### src/rtl/stream_pkg.sv
// Package stream_pkg
// Shared defaults and small helpers for the prediction stream engine.
// Assumes: nothing beyond IEEE 1800-2017 constant functions.
package stream_pkg;

    localparam int unsigned SE_SLOTS_DEF   = 4;   // prediction registers
    localparam int unsigned SE_ADDR_DEF    = 32;  // byte address width
    localparam int unsigned SE_PAT_DEF     = 32;  // blocks per region
    localparam int unsigned SE_BLK_DEF     = 6;   // log2 of block bytes
    localparam int unsigned SE_MAXOUT_DEF  = 16;  // outstanding stream limit

    // Index width for n items; never below one bit.
    function automatic int unsigned idx_w(input int unsigned n);
        return (n > 1) ? $clog2(n) : 1;
    endfunction

    // Counter width able to hold the value n itself.
    function automatic int unsigned cnt_w(input int unsigned n);
        return $clog2(n + 1);
    endfunction

endpackage

### src/rtl/se_slot.sv
// Module se_slot
// One prediction register: region base plus pending-block vector.
// Offers the lowest pending block as a byte address and clears that
// block when told it was issued. It reports busy while any bit is pending.
// Assumes: load_en is only raised while the register is not busy, and
// issue is only raised while it is busy.
module se_slot #(
    parameter int unsigned ADDR_W = stream_pkg::SE_ADDR_DEF,
    parameter int unsigned PAT_W  = stream_pkg::SE_PAT_DEF,
    parameter int unsigned BLK_W  = stream_pkg::SE_BLK_DEF
) (
    input  logic              clk,
    input  logic              rst_n,
    input  logic              load_en,
    input  logic [ADDR_W-1:0] load_base,
    input  logic [PAT_W-1:0]  load_vec,
    input  logic              issue,
    output logic              busy,
    output logic [ADDR_W-1:0] head_addr
);
    localparam int unsigned OFF_W = stream_pkg::idx_w(PAT_W);

    logic [PAT_W-1:0]  pend_q;
    logic [ADDR_W-1:0] base_q;
    logic [OFF_W-1:0]  head_idx;
    logic              head_found;

    // Priority encoder: index of the lowest pending block.
    always_comb begin
        head_idx   = '0;
        head_found = 1'b0;
        for (int i = 0; i < int'(PAT_W); i++) begin
            if (pend_q[i] && !head_found) begin
                head_idx   = OFF_W'(i);
                head_found = 1'b1;
            end
        end
    end

    // Register state: capture on load, drop the head bit on issue.
    always_ff @(posedge clk) begin
        if (!rst_n) begin
            pend_q <= '0;
            base_q <= '0;
        end else if (load_en) begin
            pend_q <= load_vec;
            base_q <= load_base;
        end else if (issue) begin
            pend_q[head_idx] <= 1'b0;
        end
    end

    assign busy      = |pend_q;
    assign head_addr = base_q + (ADDR_W'(head_idx) << BLK_W);

    // The issued block must be gone from the vector one cycle later.
    AST_CLEAR_ON_ISSUE: assert property (@(posedge clk) disable iff (!rst_n)
        issue |=> !pend_q[$past(head_idx)]);

    // A load never overwrites a register still holding blocks.
    AST_LOAD_ONLY_FREE: assert property (@(posedge clk) disable iff (!rst_n)
        load_en |-> !busy);

    // Issue is only requested on a register that has something pending.
    AST_ISSUE_ONLY_BUSY: assert property (@(posedge clk) disable iff (!rst_n)
        issue |-> busy);

endmodule

### src/rtl/se_rr_arb.sv
// Module se_rr_arb
// Round-robin selector over N requesters. The search starts at the slot
// after the last accepted grant. While the consumer stalls an offered
// grant, that grant is held so the offer stays stable.
// Assumes: fire and stall are never both high; a held requester keeps
// requesting until it is accepted.
module se_rr_arb #(
    parameter int unsigned N = stream_pkg::SE_SLOTS_DEF
) (
    input  logic                              clk,
    input  logic                              rst_n,
    input  logic [N-1:0]                      req,
    input  logic                              fire,
    input  logic                              stall,
    output logic                              any,
    output logic [stream_pkg::idx_w(N)-1:0]   grant
);
    localparam int unsigned SLOT_W = stream_pkg::idx_w(N);
    localparam logic [SLOT_W-1:0] LAST = SLOT_W'(N - 1);

    logic [SLOT_W-1:0] ptr_q;
    logic [SLOT_W-1:0] hold_idx_q;
    logic              hold_q;
    logic [SLOT_W-1:0] pick;

    // Rotating search from ptr_q, overridden by a held grant.
    always_comb begin
        int  cand;
        logic found;
        pick  = '0;
        found = 1'b0;
        for (int k = 0; k < int'(N); k++) begin
            cand = int'(ptr_q) + k;
            if (cand >= int'(N)) cand = cand - int'(N);
            if (!found && req[cand]) begin
                pick  = SLOT_W'(cand);
                found = 1'b1;
            end
        end
        if (hold_q && req[hold_idx_q]) pick = hold_idx_q;
    end

    // Pointer advance on acceptance, grant hold on stall.
    always_ff @(posedge clk) begin
        if (!rst_n) begin
            ptr_q      <= '0;
            hold_q     <= 1'b0;
            hold_idx_q <= '0;
        end else if (fire) begin
            ptr_q  <= (pick == LAST) ? '0 : pick + 1'b1;
            hold_q <= 1'b0;
        end else if (stall) begin
            hold_q     <= 1'b1;
            hold_idx_q <= pick;
        end else begin
            hold_q <= 1'b0;
        end
    end

    assign any   = |req;
    assign grant = pick;

    // The selected slot is always one that is asking.
    AST_GRANT_HAS_REQ: assert property (@(posedge clk) disable iff (!rst_n)
        any |-> req[grant]);

    // A stalled grant is presented again in the next cycle.
    AST_GRANT_HELD: assert property (@(posedge clk) disable iff (!rst_n)
        stall |=> grant == $past(grant));

endmodule

### src/rtl/se_credit.sv
// Module se_credit
// Counts stream requests accepted but not completed, and reports whether
// another request may be offered.
// Assumes: dec only arrives for a request that was counted; a stray dec
// at zero is ignored.
module se_credit #(
    parameter int unsigned MAX_OUT = stream_pkg::SE_MAXOUT_DEF
) (
    input  logic clk,
    input  logic rst_n,
    input  logic inc,
    input  logic dec,
    output logic room
);
    localparam int unsigned CNT_W = stream_pkg::cnt_w(MAX_OUT);
    localparam logic [CNT_W-1:0] LIMIT = CNT_W'(MAX_OUT);

    logic [CNT_W-1:0] cnt_q;

    // Up on acceptance, down on completion, unchanged on both.
    always_ff @(posedge clk) begin
        if (!rst_n) begin
            cnt_q <= '0;
        end else begin
            unique case ({inc, dec})
                2'b10:   cnt_q <= cnt_q + 1'b1;
                2'b01:   if (cnt_q != '0) cnt_q <= cnt_q - 1'b1;
                default: cnt_q <= cnt_q;
            endcase
        end
    end

    assign room = (cnt_q < LIMIT);

    // The count never passes the limit, so issue is gated in time.
    AST_NO_OVERFLOW: assert property (@(posedge clk) disable iff (!rst_n)
        cnt_q <= LIMIT);

    // A lone acceptance raises the count by exactly one.
    AST_COUNT_STEP: assert property (@(posedge clk) disable iff (!rst_n)
        (inc && !dec) |=> cnt_q == $past(cnt_q) + 1'b1);

endmodule

### src/rtl/stream_engine.sv
// Module stream_engine
// Holds several predicted region patterns and streams their blocks as
// single read requests over a valid/ready port. Registers are drained
// in round-robin order, lowest block first within a register. Issue is
// limited by an outstanding-request budget.
// Assumes: pred_trig_off indexes a block inside the region; req_done
// pulses once per completed stream request.
module stream_engine #(
    parameter int unsigned NUM_SLOTS = stream_pkg::SE_SLOTS_DEF,
    parameter int unsigned ADDR_W    = stream_pkg::SE_ADDR_DEF,
    parameter int unsigned PAT_W     = stream_pkg::SE_PAT_DEF,
    parameter int unsigned BLK_W     = stream_pkg::SE_BLK_DEF,
    parameter int unsigned MAX_OUT   = stream_pkg::SE_MAXOUT_DEF,
    localparam int unsigned OFF_W    = stream_pkg::idx_w(PAT_W)
) (
    input  logic              clk,
    input  logic              rst_n,
    input  logic              pred_valid,
    input  logic [ADDR_W-1:0] pred_base,
    input  logic [PAT_W-1:0]  pred_pattern,
    input  logic [OFF_W-1:0]  pred_trig_off,
    output logic              req_valid,
    input  logic              req_ready,
    output logic [ADDR_W-1:0] req_addr,
    input  logic              req_done
);
    localparam int unsigned SLOT_W = stream_pkg::idx_w(NUM_SLOTS);

    logic [NUM_SLOTS-1:0] slot_busy;
    logic [NUM_SLOTS-1:0] slot_load;
    logic [NUM_SLOTS-1:0] slot_issue;
    logic [ADDR_W-1:0]    slot_addr [NUM_SLOTS];
    logic [PAT_W-1:0]     trimmed;
    logic [SLOT_W-1:0]    alloc_idx;
    logic                 alloc_ok;
    logic [SLOT_W-1:0]    grant;
    logic                 any_pend;
    logic                 room;
    logic                 fire;
    logic                 stall;

    // Remove the trigger block: the demand access already fetches it.
    always_comb begin
        trimmed = pred_pattern;
        trimmed[pred_trig_off] = 1'b0;
    end

    // Pick the lowest-indexed empty register for a new prediction.
    always_comb begin
        alloc_idx = '0;
        alloc_ok  = 1'b0;
        for (int i = 0; i < int'(NUM_SLOTS); i++) begin
            if (!slot_busy[i] && !alloc_ok) begin
                alloc_idx = SLOT_W'(i);
                alloc_ok  = 1'b1;
            end
        end
    end

    // Request handshake terms shared by arbiter, slots and budget.
    assign req_valid = any_pend && room;
    assign fire      = req_valid && req_ready;
    assign stall     = req_valid && !req_ready;
    assign req_addr  = slot_addr[grant];

    genvar g;
    generate
        for (g = 0; g < int'(NUM_SLOTS); g++) begin : g_slot
            // Per-register load and issue strobes.
            assign slot_load[g]  = pred_valid && alloc_ok && (|trimmed)
                                   && (alloc_idx == SLOT_W'(g));
            assign slot_issue[g] = fire && (grant == SLOT_W'(g));

            se_slot #(
                .ADDR_W (ADDR_W),
                .PAT_W  (PAT_W),
                .BLK_W  (BLK_W)
            ) u_slot (
                .clk       (clk),
                .rst_n     (rst_n),
                .load_en   (slot_load[g]),
                .load_base (pred_base),
                .load_vec  (trimmed),
                .issue     (slot_issue[g]),
                .busy      (slot_busy[g]),
                .head_addr (slot_addr[g])
            );
        end
    endgenerate

    se_rr_arb #(
        .N (NUM_SLOTS)
    ) u_arb (
        .clk   (clk),
        .rst_n (rst_n),
        .req   (slot_busy),
        .fire  (fire),
        .stall (stall),
        .any   (any_pend),
        .grant (grant)
    );

    se_credit #(
        .MAX_OUT (MAX_OUT)
    ) u_credit (
        .clk   (clk),
        .rst_n (rst_n),
        .inc   (fire),
        .dec   (req_done),
        .room  (room)
    );

    // Nothing is offered in the cycle after reset is applied.
    AST_RESET_IDLE: assert property (@(posedge clk)
        !rst_n |=> !req_valid);

    // A stalled offer keeps its valid and address.
    AST_HOLD_STABLE: assert property (@(posedge clk) disable iff (!rst_n)
        stall |=> req_valid && $stable(req_addr));

    // At most one register is loaded and at most one issues per cycle.
    AST_ONE_LOAD: assert property (@(posedge clk) disable iff (!rst_n)
        $onehot0(slot_load) && $onehot0(slot_issue));

endmodule

### config.mk
export PLATFORM = sky130hd
export DESIGN_NAME = stream_engine
export DESIGN_NICKNAME = d
export VERILOG_FILES = /design/src/rtl/stream_pkg.sv /design/src/rtl/se_slot.sv /design/src/rtl/se_rr_arb.sv /design/src/rtl/se_credit.sv /design/src/rtl/stream_engine.sv
export SDC_FILE = /design/constraint.sdc
export NUM_CORES = 1
export LEC_CHECK = 0
export ABC_AREA = 1
export BUFFER_PORTS_ARGS = -buffer_cell sky130_fd_sc_hd__buf_2
export CAP_MARGIN = 10
export CORE_ASPECT_RATIO = 1.4
export CORE_MARGIN = 2
export CORE_UTILIZATION = 49
export CTS_BUF_LIST = sky130_fd_sc_hd__clkbuf_16
export DETAILED_ROUTE_END_ITERATION = 12
export PLACE_DENSITY = 0.62
export SYNTH_ARGS = -nofsm -noshare
export SYNTH_HDL_FRONTEND = slang
export SYNTH_SLANG_ARGS = --single-unit
### constraint.sdc
create_clock -name clk -period 8.05 [get_ports clk]
set_clock_uncertainty 0.15 [all_clocks]
set_input_delay 1.61 -clock clk [delete_from_list [all_inputs] [get_ports clk]]
set_output_delay 1.61 -clock clk [all_outputs]
set_load 0.1 [all_outputs]
==> summary.txt, run 1 <==
Yosys
  – Most frequent cell after synthesis: nand2_1
  – Number of synthesized flops with an enable pin: 0
  – Synth top cells by count: nand2_1, inv_1, nand3_1, dfxtp_1, a21oi_1
  – Mean Syn Cell Area: 6.205 µm²
  – Mapped Cells: 2854
  – Area contributors post-synth: dfxtp_1, nand2_1, nand3_1, inv_1, a21oi_1
  – Yosys top cell by area: dfxtp_1
  – Register bit total from synthesis: between 200 and 300
  – Ys Warns: 0
  – Syn Nets: 2960
  – Yosys top cell area share: 30.07%
  – Prevailing post-synth register cell: dfxtp_1
  – Seq/Total Area, Yosys: 30.07%
  – Syn Std Cell Area: 17710 µm²
  – Synth cell types: 46
  – Post-synth ARST share: 0%

Timing
  – Final WS setup: around 0.65 ns
  – Fmax: 135.1 MHz
  – RSZ-0062 raised after global routing: no
  – Worst-Margin Slew: between 1 and 1.5 ns
  – Finish-stage setup viols: 0
  – Final TNS setup: 0 ns
  – Final worst path period share: approximately nine tenths
  – Hold Violations, Final: 0
  – Fin crit period: 7.402 ns
  – Slew Limit Headroom: 21.82%
  – Slew Limit Fails: 0

Clock network
  – TritonCTS buffer count: 30
  – Root Buffer: clkbuf_16
  – Clk buf depth: 3
  – Hold Buf Count CTS: 0
  – Post-CTS setup buffer count: 0
  – Htree depth: 1
  – CTS tree: done
  – Sink Count: 266
  – Worst-Skew Late Latency: around 0.58 ns
  – Clock slew seen by the registers of the worst setup and hold paths: 0.06 ns

Run status
  – Status: complete, no violations

Setup path
  – Crit path max-delay cell type: fa_1
  – CP max stage delay: 0.39 ns
  – Worst EP arrival: 5.64 ns
  – CP max FO: 6
  – CP Launch Type: flop
  – Setup CP Type: flop to primary output
  – CP endpoint kind: primary output
  – Reg2reg end: g_slot[2].u_slot.pend_q[31]$_SDFFE_PN0P_
  – Worst r2r src: g_slot[0].u_slot.pend_q[0]$_SDFFE_PN0P_
  – Crit path buf inv count: 5
  – R2r setup slk: around 2.6 ns
  – Critical path data required time: between 6 and 7 ns
  – R2R cell count: 20
  – Largest delay share family, worst path: simple AND/OR/NAND/NOR gates
  – Most common cell on crit path: nand2_1

Hold path
  – Sink of the worst hold path: g_slot[1].u_slot.base_q[3]$_SDFFE_PN0P_
  – Hold path start: g_slot[1].u_slot.base_q[3]$_SDFFE_PN0P_
  – Worst hold path class: flop to flop
  – Hold Path Stages: 2

Floorplan
  – Die Span Y: ~230 µm
  – Core area: approximately 36000 µm²
  – DIE AREA: 37700 µm²
  – Starting density of the core: 49.60%
  – Floorplan row count: 82
  – Die W: 164.7 µm
  – Ports: 107

GRT
  – Gr ovfl total: 0
  – Vias in the first global route: 18300
  – Antenna violations before repair: 1
  – Global Route Usage Sum: 34.11%
  – Largest net degree at the start of global routing: 86
  – First-pass GRT wire length: 99970 µm

Run
  – # Max-Cap Violations: 0

Placement
  – Placer congestion estimate: roughly 0.97
  – Placement Cell Area: 18500 µm²
  – Worst slack at placement: 0.9732 ns
  – Number of port buffers: approximately 110
  – Detail Placement HPWL: 47910 µm

Final layout
  – Share of cells above drive strength 1: 7.521%
  – Area growth, synth to finish: 9.488%
  – Fill cells: 3767
  – Final Cell Area: 19390 µm²
  – Final nets: 3011

Drt
  – Drt wl/cell: 19.11 µm
  – ANT nets after route: 0
  – Drt via density: 5.649
  – Drt total wl: 64740 µm
  – DRC viols: 0
  – Detailed-route via count: 19140
  – 1st-iter DRT viols: 1511
  – Initial DRT Pass Iterations: 9
flip-flops by register name, indices dropped and copies added (netlist names):
signal	flops
g_slot.u_slot.base_q	128
g_slot.u_slot.pend_q	128
u_arb.hold_idx_q	2
u_arb.hold_q	1
u_arb.ptr_q	2
u_credit.cnt_q	5
tightest hold or removal path: stages (launching register included):
cell and delay (ns):
dfxtp_1 0.29, inv_1 0.06, a21oi_1 0.05
worst max-delay path by stage:
stage | from | end | slack (ns) | cells after the start
after global routing | g_slot[1].u_slot.pend_q[0]$_SDFFE_PN0P_ | req_addr[28] | 0.02 | 28
after detailed placement | g_slot[0].u_slot.pend_q[0]$_SDFFE_PN0P_ | req_addr[24] | 0.97 | 27
after CTS | g_slot[0].u_slot.pend_q[0]$_SDFFE_PN0P_ | req_addr[24] | 0.33 | 27
after floorplan | g_slot[1].u_slot.pend_q[0]$_SDFFE_PN0P_ | req_addr[26] | 1.66 | 28
final | g_slot[2].u_slot.pend_q[0]$_SDFFE_PN0P_ | req_addr[20] | 0.65 | 31
after global placement | g_slot[1].u_slot.pend_q[0]$_SDFFE_PN0P_ | req_addr[28] | 1.15 | 28
logic make-up (layout without fill, tap and decap cells):
kind of cell	after synthesis	after routing	share of synthesized area, %
AND/OR/NAND/NOR	1499	1499	36.75
AO/OA/AOI/OAI	491	491	15.40
buffers and inverters	468	539	10.46
flip-flops	266	266	30.07
XOR/XNOR	98	98	4.847
adder cells (fa/ha/maj)	32	32	2.473
other	0	1	0
layout make-up:
class	instances	area, µm²	share of cell area [%]
Antenna cell	1	2.502	0.01291
Clock buffer	31	775.7	4.001
Clock inverter	21	88.84	0.4582
Inverter	355	1335	6.885
Multi-Input combinational cell	2120	10540	54.38
Sequential cell	266	5325	27.46
Tap cell	462	578.1	2.981
Timing Repair Buffer	132	740.7	3.820
cells in the final DEF, fill, tap and decap left out, types with 12 or more instances in the layout:
master,instances
buf_4,27
a21oi_1,239
o21a_1,14
inv_1,352
nor4_1,14
o21ai_0,145
dfxtp_1,266
ha_1,27
a21boi_0,12
clkinv_1,12
buf_2,100
nor2_2,18
nand3b_1,29
nand4_1,52
clkbuf_16,31
nor2_1,205
nand3_1,309
nand2_2,14
nor3_1,57
xor2_1,88
nand2_1,784
o211ai_1,51
timing repair:
item / 4_1_cts / 5_1_grt
endpoints found under the hold margin: 0 / 0
setup endpoints to repair: 0 / 7
gates resized for setup: 0 / 9
layer usage:
metal	wire (µm)	vias up	track usage (%)
met5	0	-	0
met1	24380	8796	37.42
met4	5922	0	27.31
met2	31130	675	58.38
met3	3300	241	4.300
li1	-	9427	-
stage by stage:
stage	std cells	utilization [%]	hold slack [ns]
final	3388	54.31	0.3026
after global routing	3388	54.31	0.3174
after CTS	3387	54.24	0.3018
after detailed placement	3335	51.82	0.2927
after global placement	3335	51.82	0.2891
after floorplan	2854	-	0.2797
Power of run 1 is left out: the tool's default activity adds up to more than one toggle a clock period on the data nets, which glitch-free logic cannot reach.
==> inputs of run 2 (changes only) <==
--- a/config.mk
+++ b/config.mk
@@ -8,12 +8,14 @@
 export ABC_AREA = 1
 export BUFFER_PORTS_ARGS = -buffer_cell sky130_fd_sc_hd__buf_2
 export CAP_MARGIN = 10
+export CELL_PAD_IN_SITES_DETAIL_PLACEMENT = 1
+export CELL_PAD_IN_SITES_GLOBAL_PLACEMENT = 2
 export CORE_ASPECT_RATIO = 1.4
 export CORE_MARGIN = 2
-export CORE_UTILIZATION = 49
+export CORE_UTILIZATION = 36
 export CTS_BUF_LIST = sky130_fd_sc_hd__clkbuf_16
 export DETAILED_ROUTE_END_ITERATION = 12
-export PLACE_DENSITY = 0.62
+export PLACE_DENSITY = 0.82
 export SYNTH_ARGS = -nofsm -noshare
 export SYNTH_HDL_FRONTEND = slang
 export SYNTH_SLANG_ARGS = --single-unit
==> summary.txt, run 2 (synthesized netlist as in run 1, its figures left out) <==
Clock network
  – Sink Count: 266
  – Hold Buf Count CTS: 0
  – Clk buf depth: 3
  – TritonCTS buffer count: 34
  – CTS tree: done
  – Root Buffer: clkbuf_16
  – Clock slew seen by the registers of the worst setup and hold paths: 0.06 ns
  – Htree depth: 2
  – Worst-Skew Late Latency: approximately 0.54 ns

Run status
  – Status: complete, no violations

Timing
  – Final TNS setup: 0 ns
  – Finish-stage setup viols: 0
  – Slew Limit Headroom: a little over a fifth
  – RSZ-0062 raised after global routing: no
  – Hold Violations, Final: 0
  – Fin crit period: 7.395 ns
  – Slew Limit Fails: 0
  – Final worst path period share: 91.86%
  – Fmax: 135.2 MHz
  – Worst-Margin Slew: approximately 1.2 ns

Final layout
  – Share of cells above drive strength 1: 7.844%
  – Final nets: between 3000 and 4000
  – Largest regs: g_slot.u_slot.base_q (128), g_slot.u_slot.pend_q (128), u_credit.cnt_q (5)
  – Post-Route Utilization: 40.69%
  – Ant diodes: 0
  – Area growth, synth to finish: 12.06%
  – Fill cells: 6581
  – Most frequent cells in the layout: nand2_1, inv_1, nand3_1, dfxtp_1, a21oi_1
  – Commonest non-fill, non-tap cell in the layout: nand2_1

Placement
  – Number of port buffers: approximately 110
  – Detail Placement HPWL: 56150 µm
  – Placer congestion estimate: approximately 0.91

Floorplan
  – DIE AREA: 51010 µm²
  – Core area: 48770 µm²
  – Die Span Y: 266.4 µm
  – Floorplan row count: 96
  – Ports: 107
  – Die W: 191.5 µm
  – Starting density of the core: ~36%

Setup path
  – CP max FO: 6
  – Largest delay share family, worst path: simple AND/OR/NAND/NOR gates
  – CP max stage delay: about 0.40 ns
  – Worst EP arrival: 5.63 ns
  – Crit path buf inv count: 3
  – Critical path data required time: 6.29 ns
  – Setup CP Type: flop to primary output
  – CP Launch Type: flop
  – Crit path max-delay cell type: fa_1
  – Most common cell on crit path: nand2_1
  – CP endpoint kind: primary output

GRT
  – Antenna violations before repair: 3
  – First-pass GRT wire length: 113000 µm
  – Global Route Usage Sum: around 29%
  – Largest net degree at the start of global routing: 74
  – Vias in the first global route: 19910
  – Gr ovfl total: 0

Drt
  – Initial DRT Pass Iterations: 5
  – DRC viols: 0
  – Drt wl/cell: 20.81 µm
  – Detailed-route via count: 19350
  – ANT nets after route: 0
  – Drt via density: 5.421
  – Drt total wl: approximately 74000 µm
  – 1st-iter DRT viols: between 800 and 900

Hold path
  – Worst hold path class: flop to flop

Run
  – # Max-Cap Violations: 0
run 2: repair_timing:
item                                    4_1_cts  5_1_grt
endpoints found under the hold margin         0        0
resized for setup                             0       10
endpoints found under the setup margin        0        8
buffers inserted                              0        2
run 2: path summary, 6_finish.rpt:
path	startpoint	slack (ns)	depth (start not counted)	end
worst max-delay path	g_slot[1].u_slot.pend_q[0]$_SDFFE_PN0P_	0.66	28	req_addr[28]
worst min-delay path	g_slot[3].u_slot.base_q[3]$_SDFFE_PN0P_	0.30	2	g_slot[3].u_slot.base_q[3]$_SDFFE_PN0P_
worst max register to register	g_slot[0].u_slot.pend_q[0]$_SDFFE_PN0P_	2.60	21	g_slot[3].u_slot.pend_q[10]$_SDFFE_PN0P_
worst min register to register	g_slot[3].u_slot.base_q[3]$_SDFFE_PN0P_	0.30	2	g_slot[3].u_slot.base_q[3]$_SDFFE_PN0P_
run 2: routing by layer:
layer	vias up	global-route usage, %	routed length (µm)
met5	-	0	34
met2	411	53.50	37790
met3	196	3.248	2450
met4	6	18.05	5190
li1	9413	-	-
met1	9323	30.82	28820
run 2: metrics by stage:
stage | cell area, µm² | hold slack [ns] | setup WS (ns) | instances
finish | 19850 | 0.3022 | 0.6553 | 3569
global route | 19850 | 0.3250 | 0.06891 | 3569
detailed placement | 18720 | 0.2981 | 0.9106 | 3509
global placement | 18720 | 0.2909 | 1.129 | 3509
CTS | 19810 | 0.3068 | 0.3281 | 3567
floorplan | 17710 | 0.2797 | 1.663 | 2854
run 2: tightest hold or removal path, stage by stage, from the launching register on:
cell,delay [ns]
dfxtp_1,0.29
inv_1,0.06
a21oi_1,0.05
run 2: layout make-up:
class / count / area [µm²] / share of cell area (%)
clock buffer: 37 / 925.9 / 4.666
clock inverter: 21 / 162.7 / 0.8196
inverter: 355 / 1335 / 6.727
multi-input combinational: 2120 / 10550 / 53.17
sequential: 266 / 5325 / 26.83
tap: 637 / 797.0 / 4.016
timing repair buffer: 133 / 748.2 / 3.770
Power of run 2 is left out for the same reason.
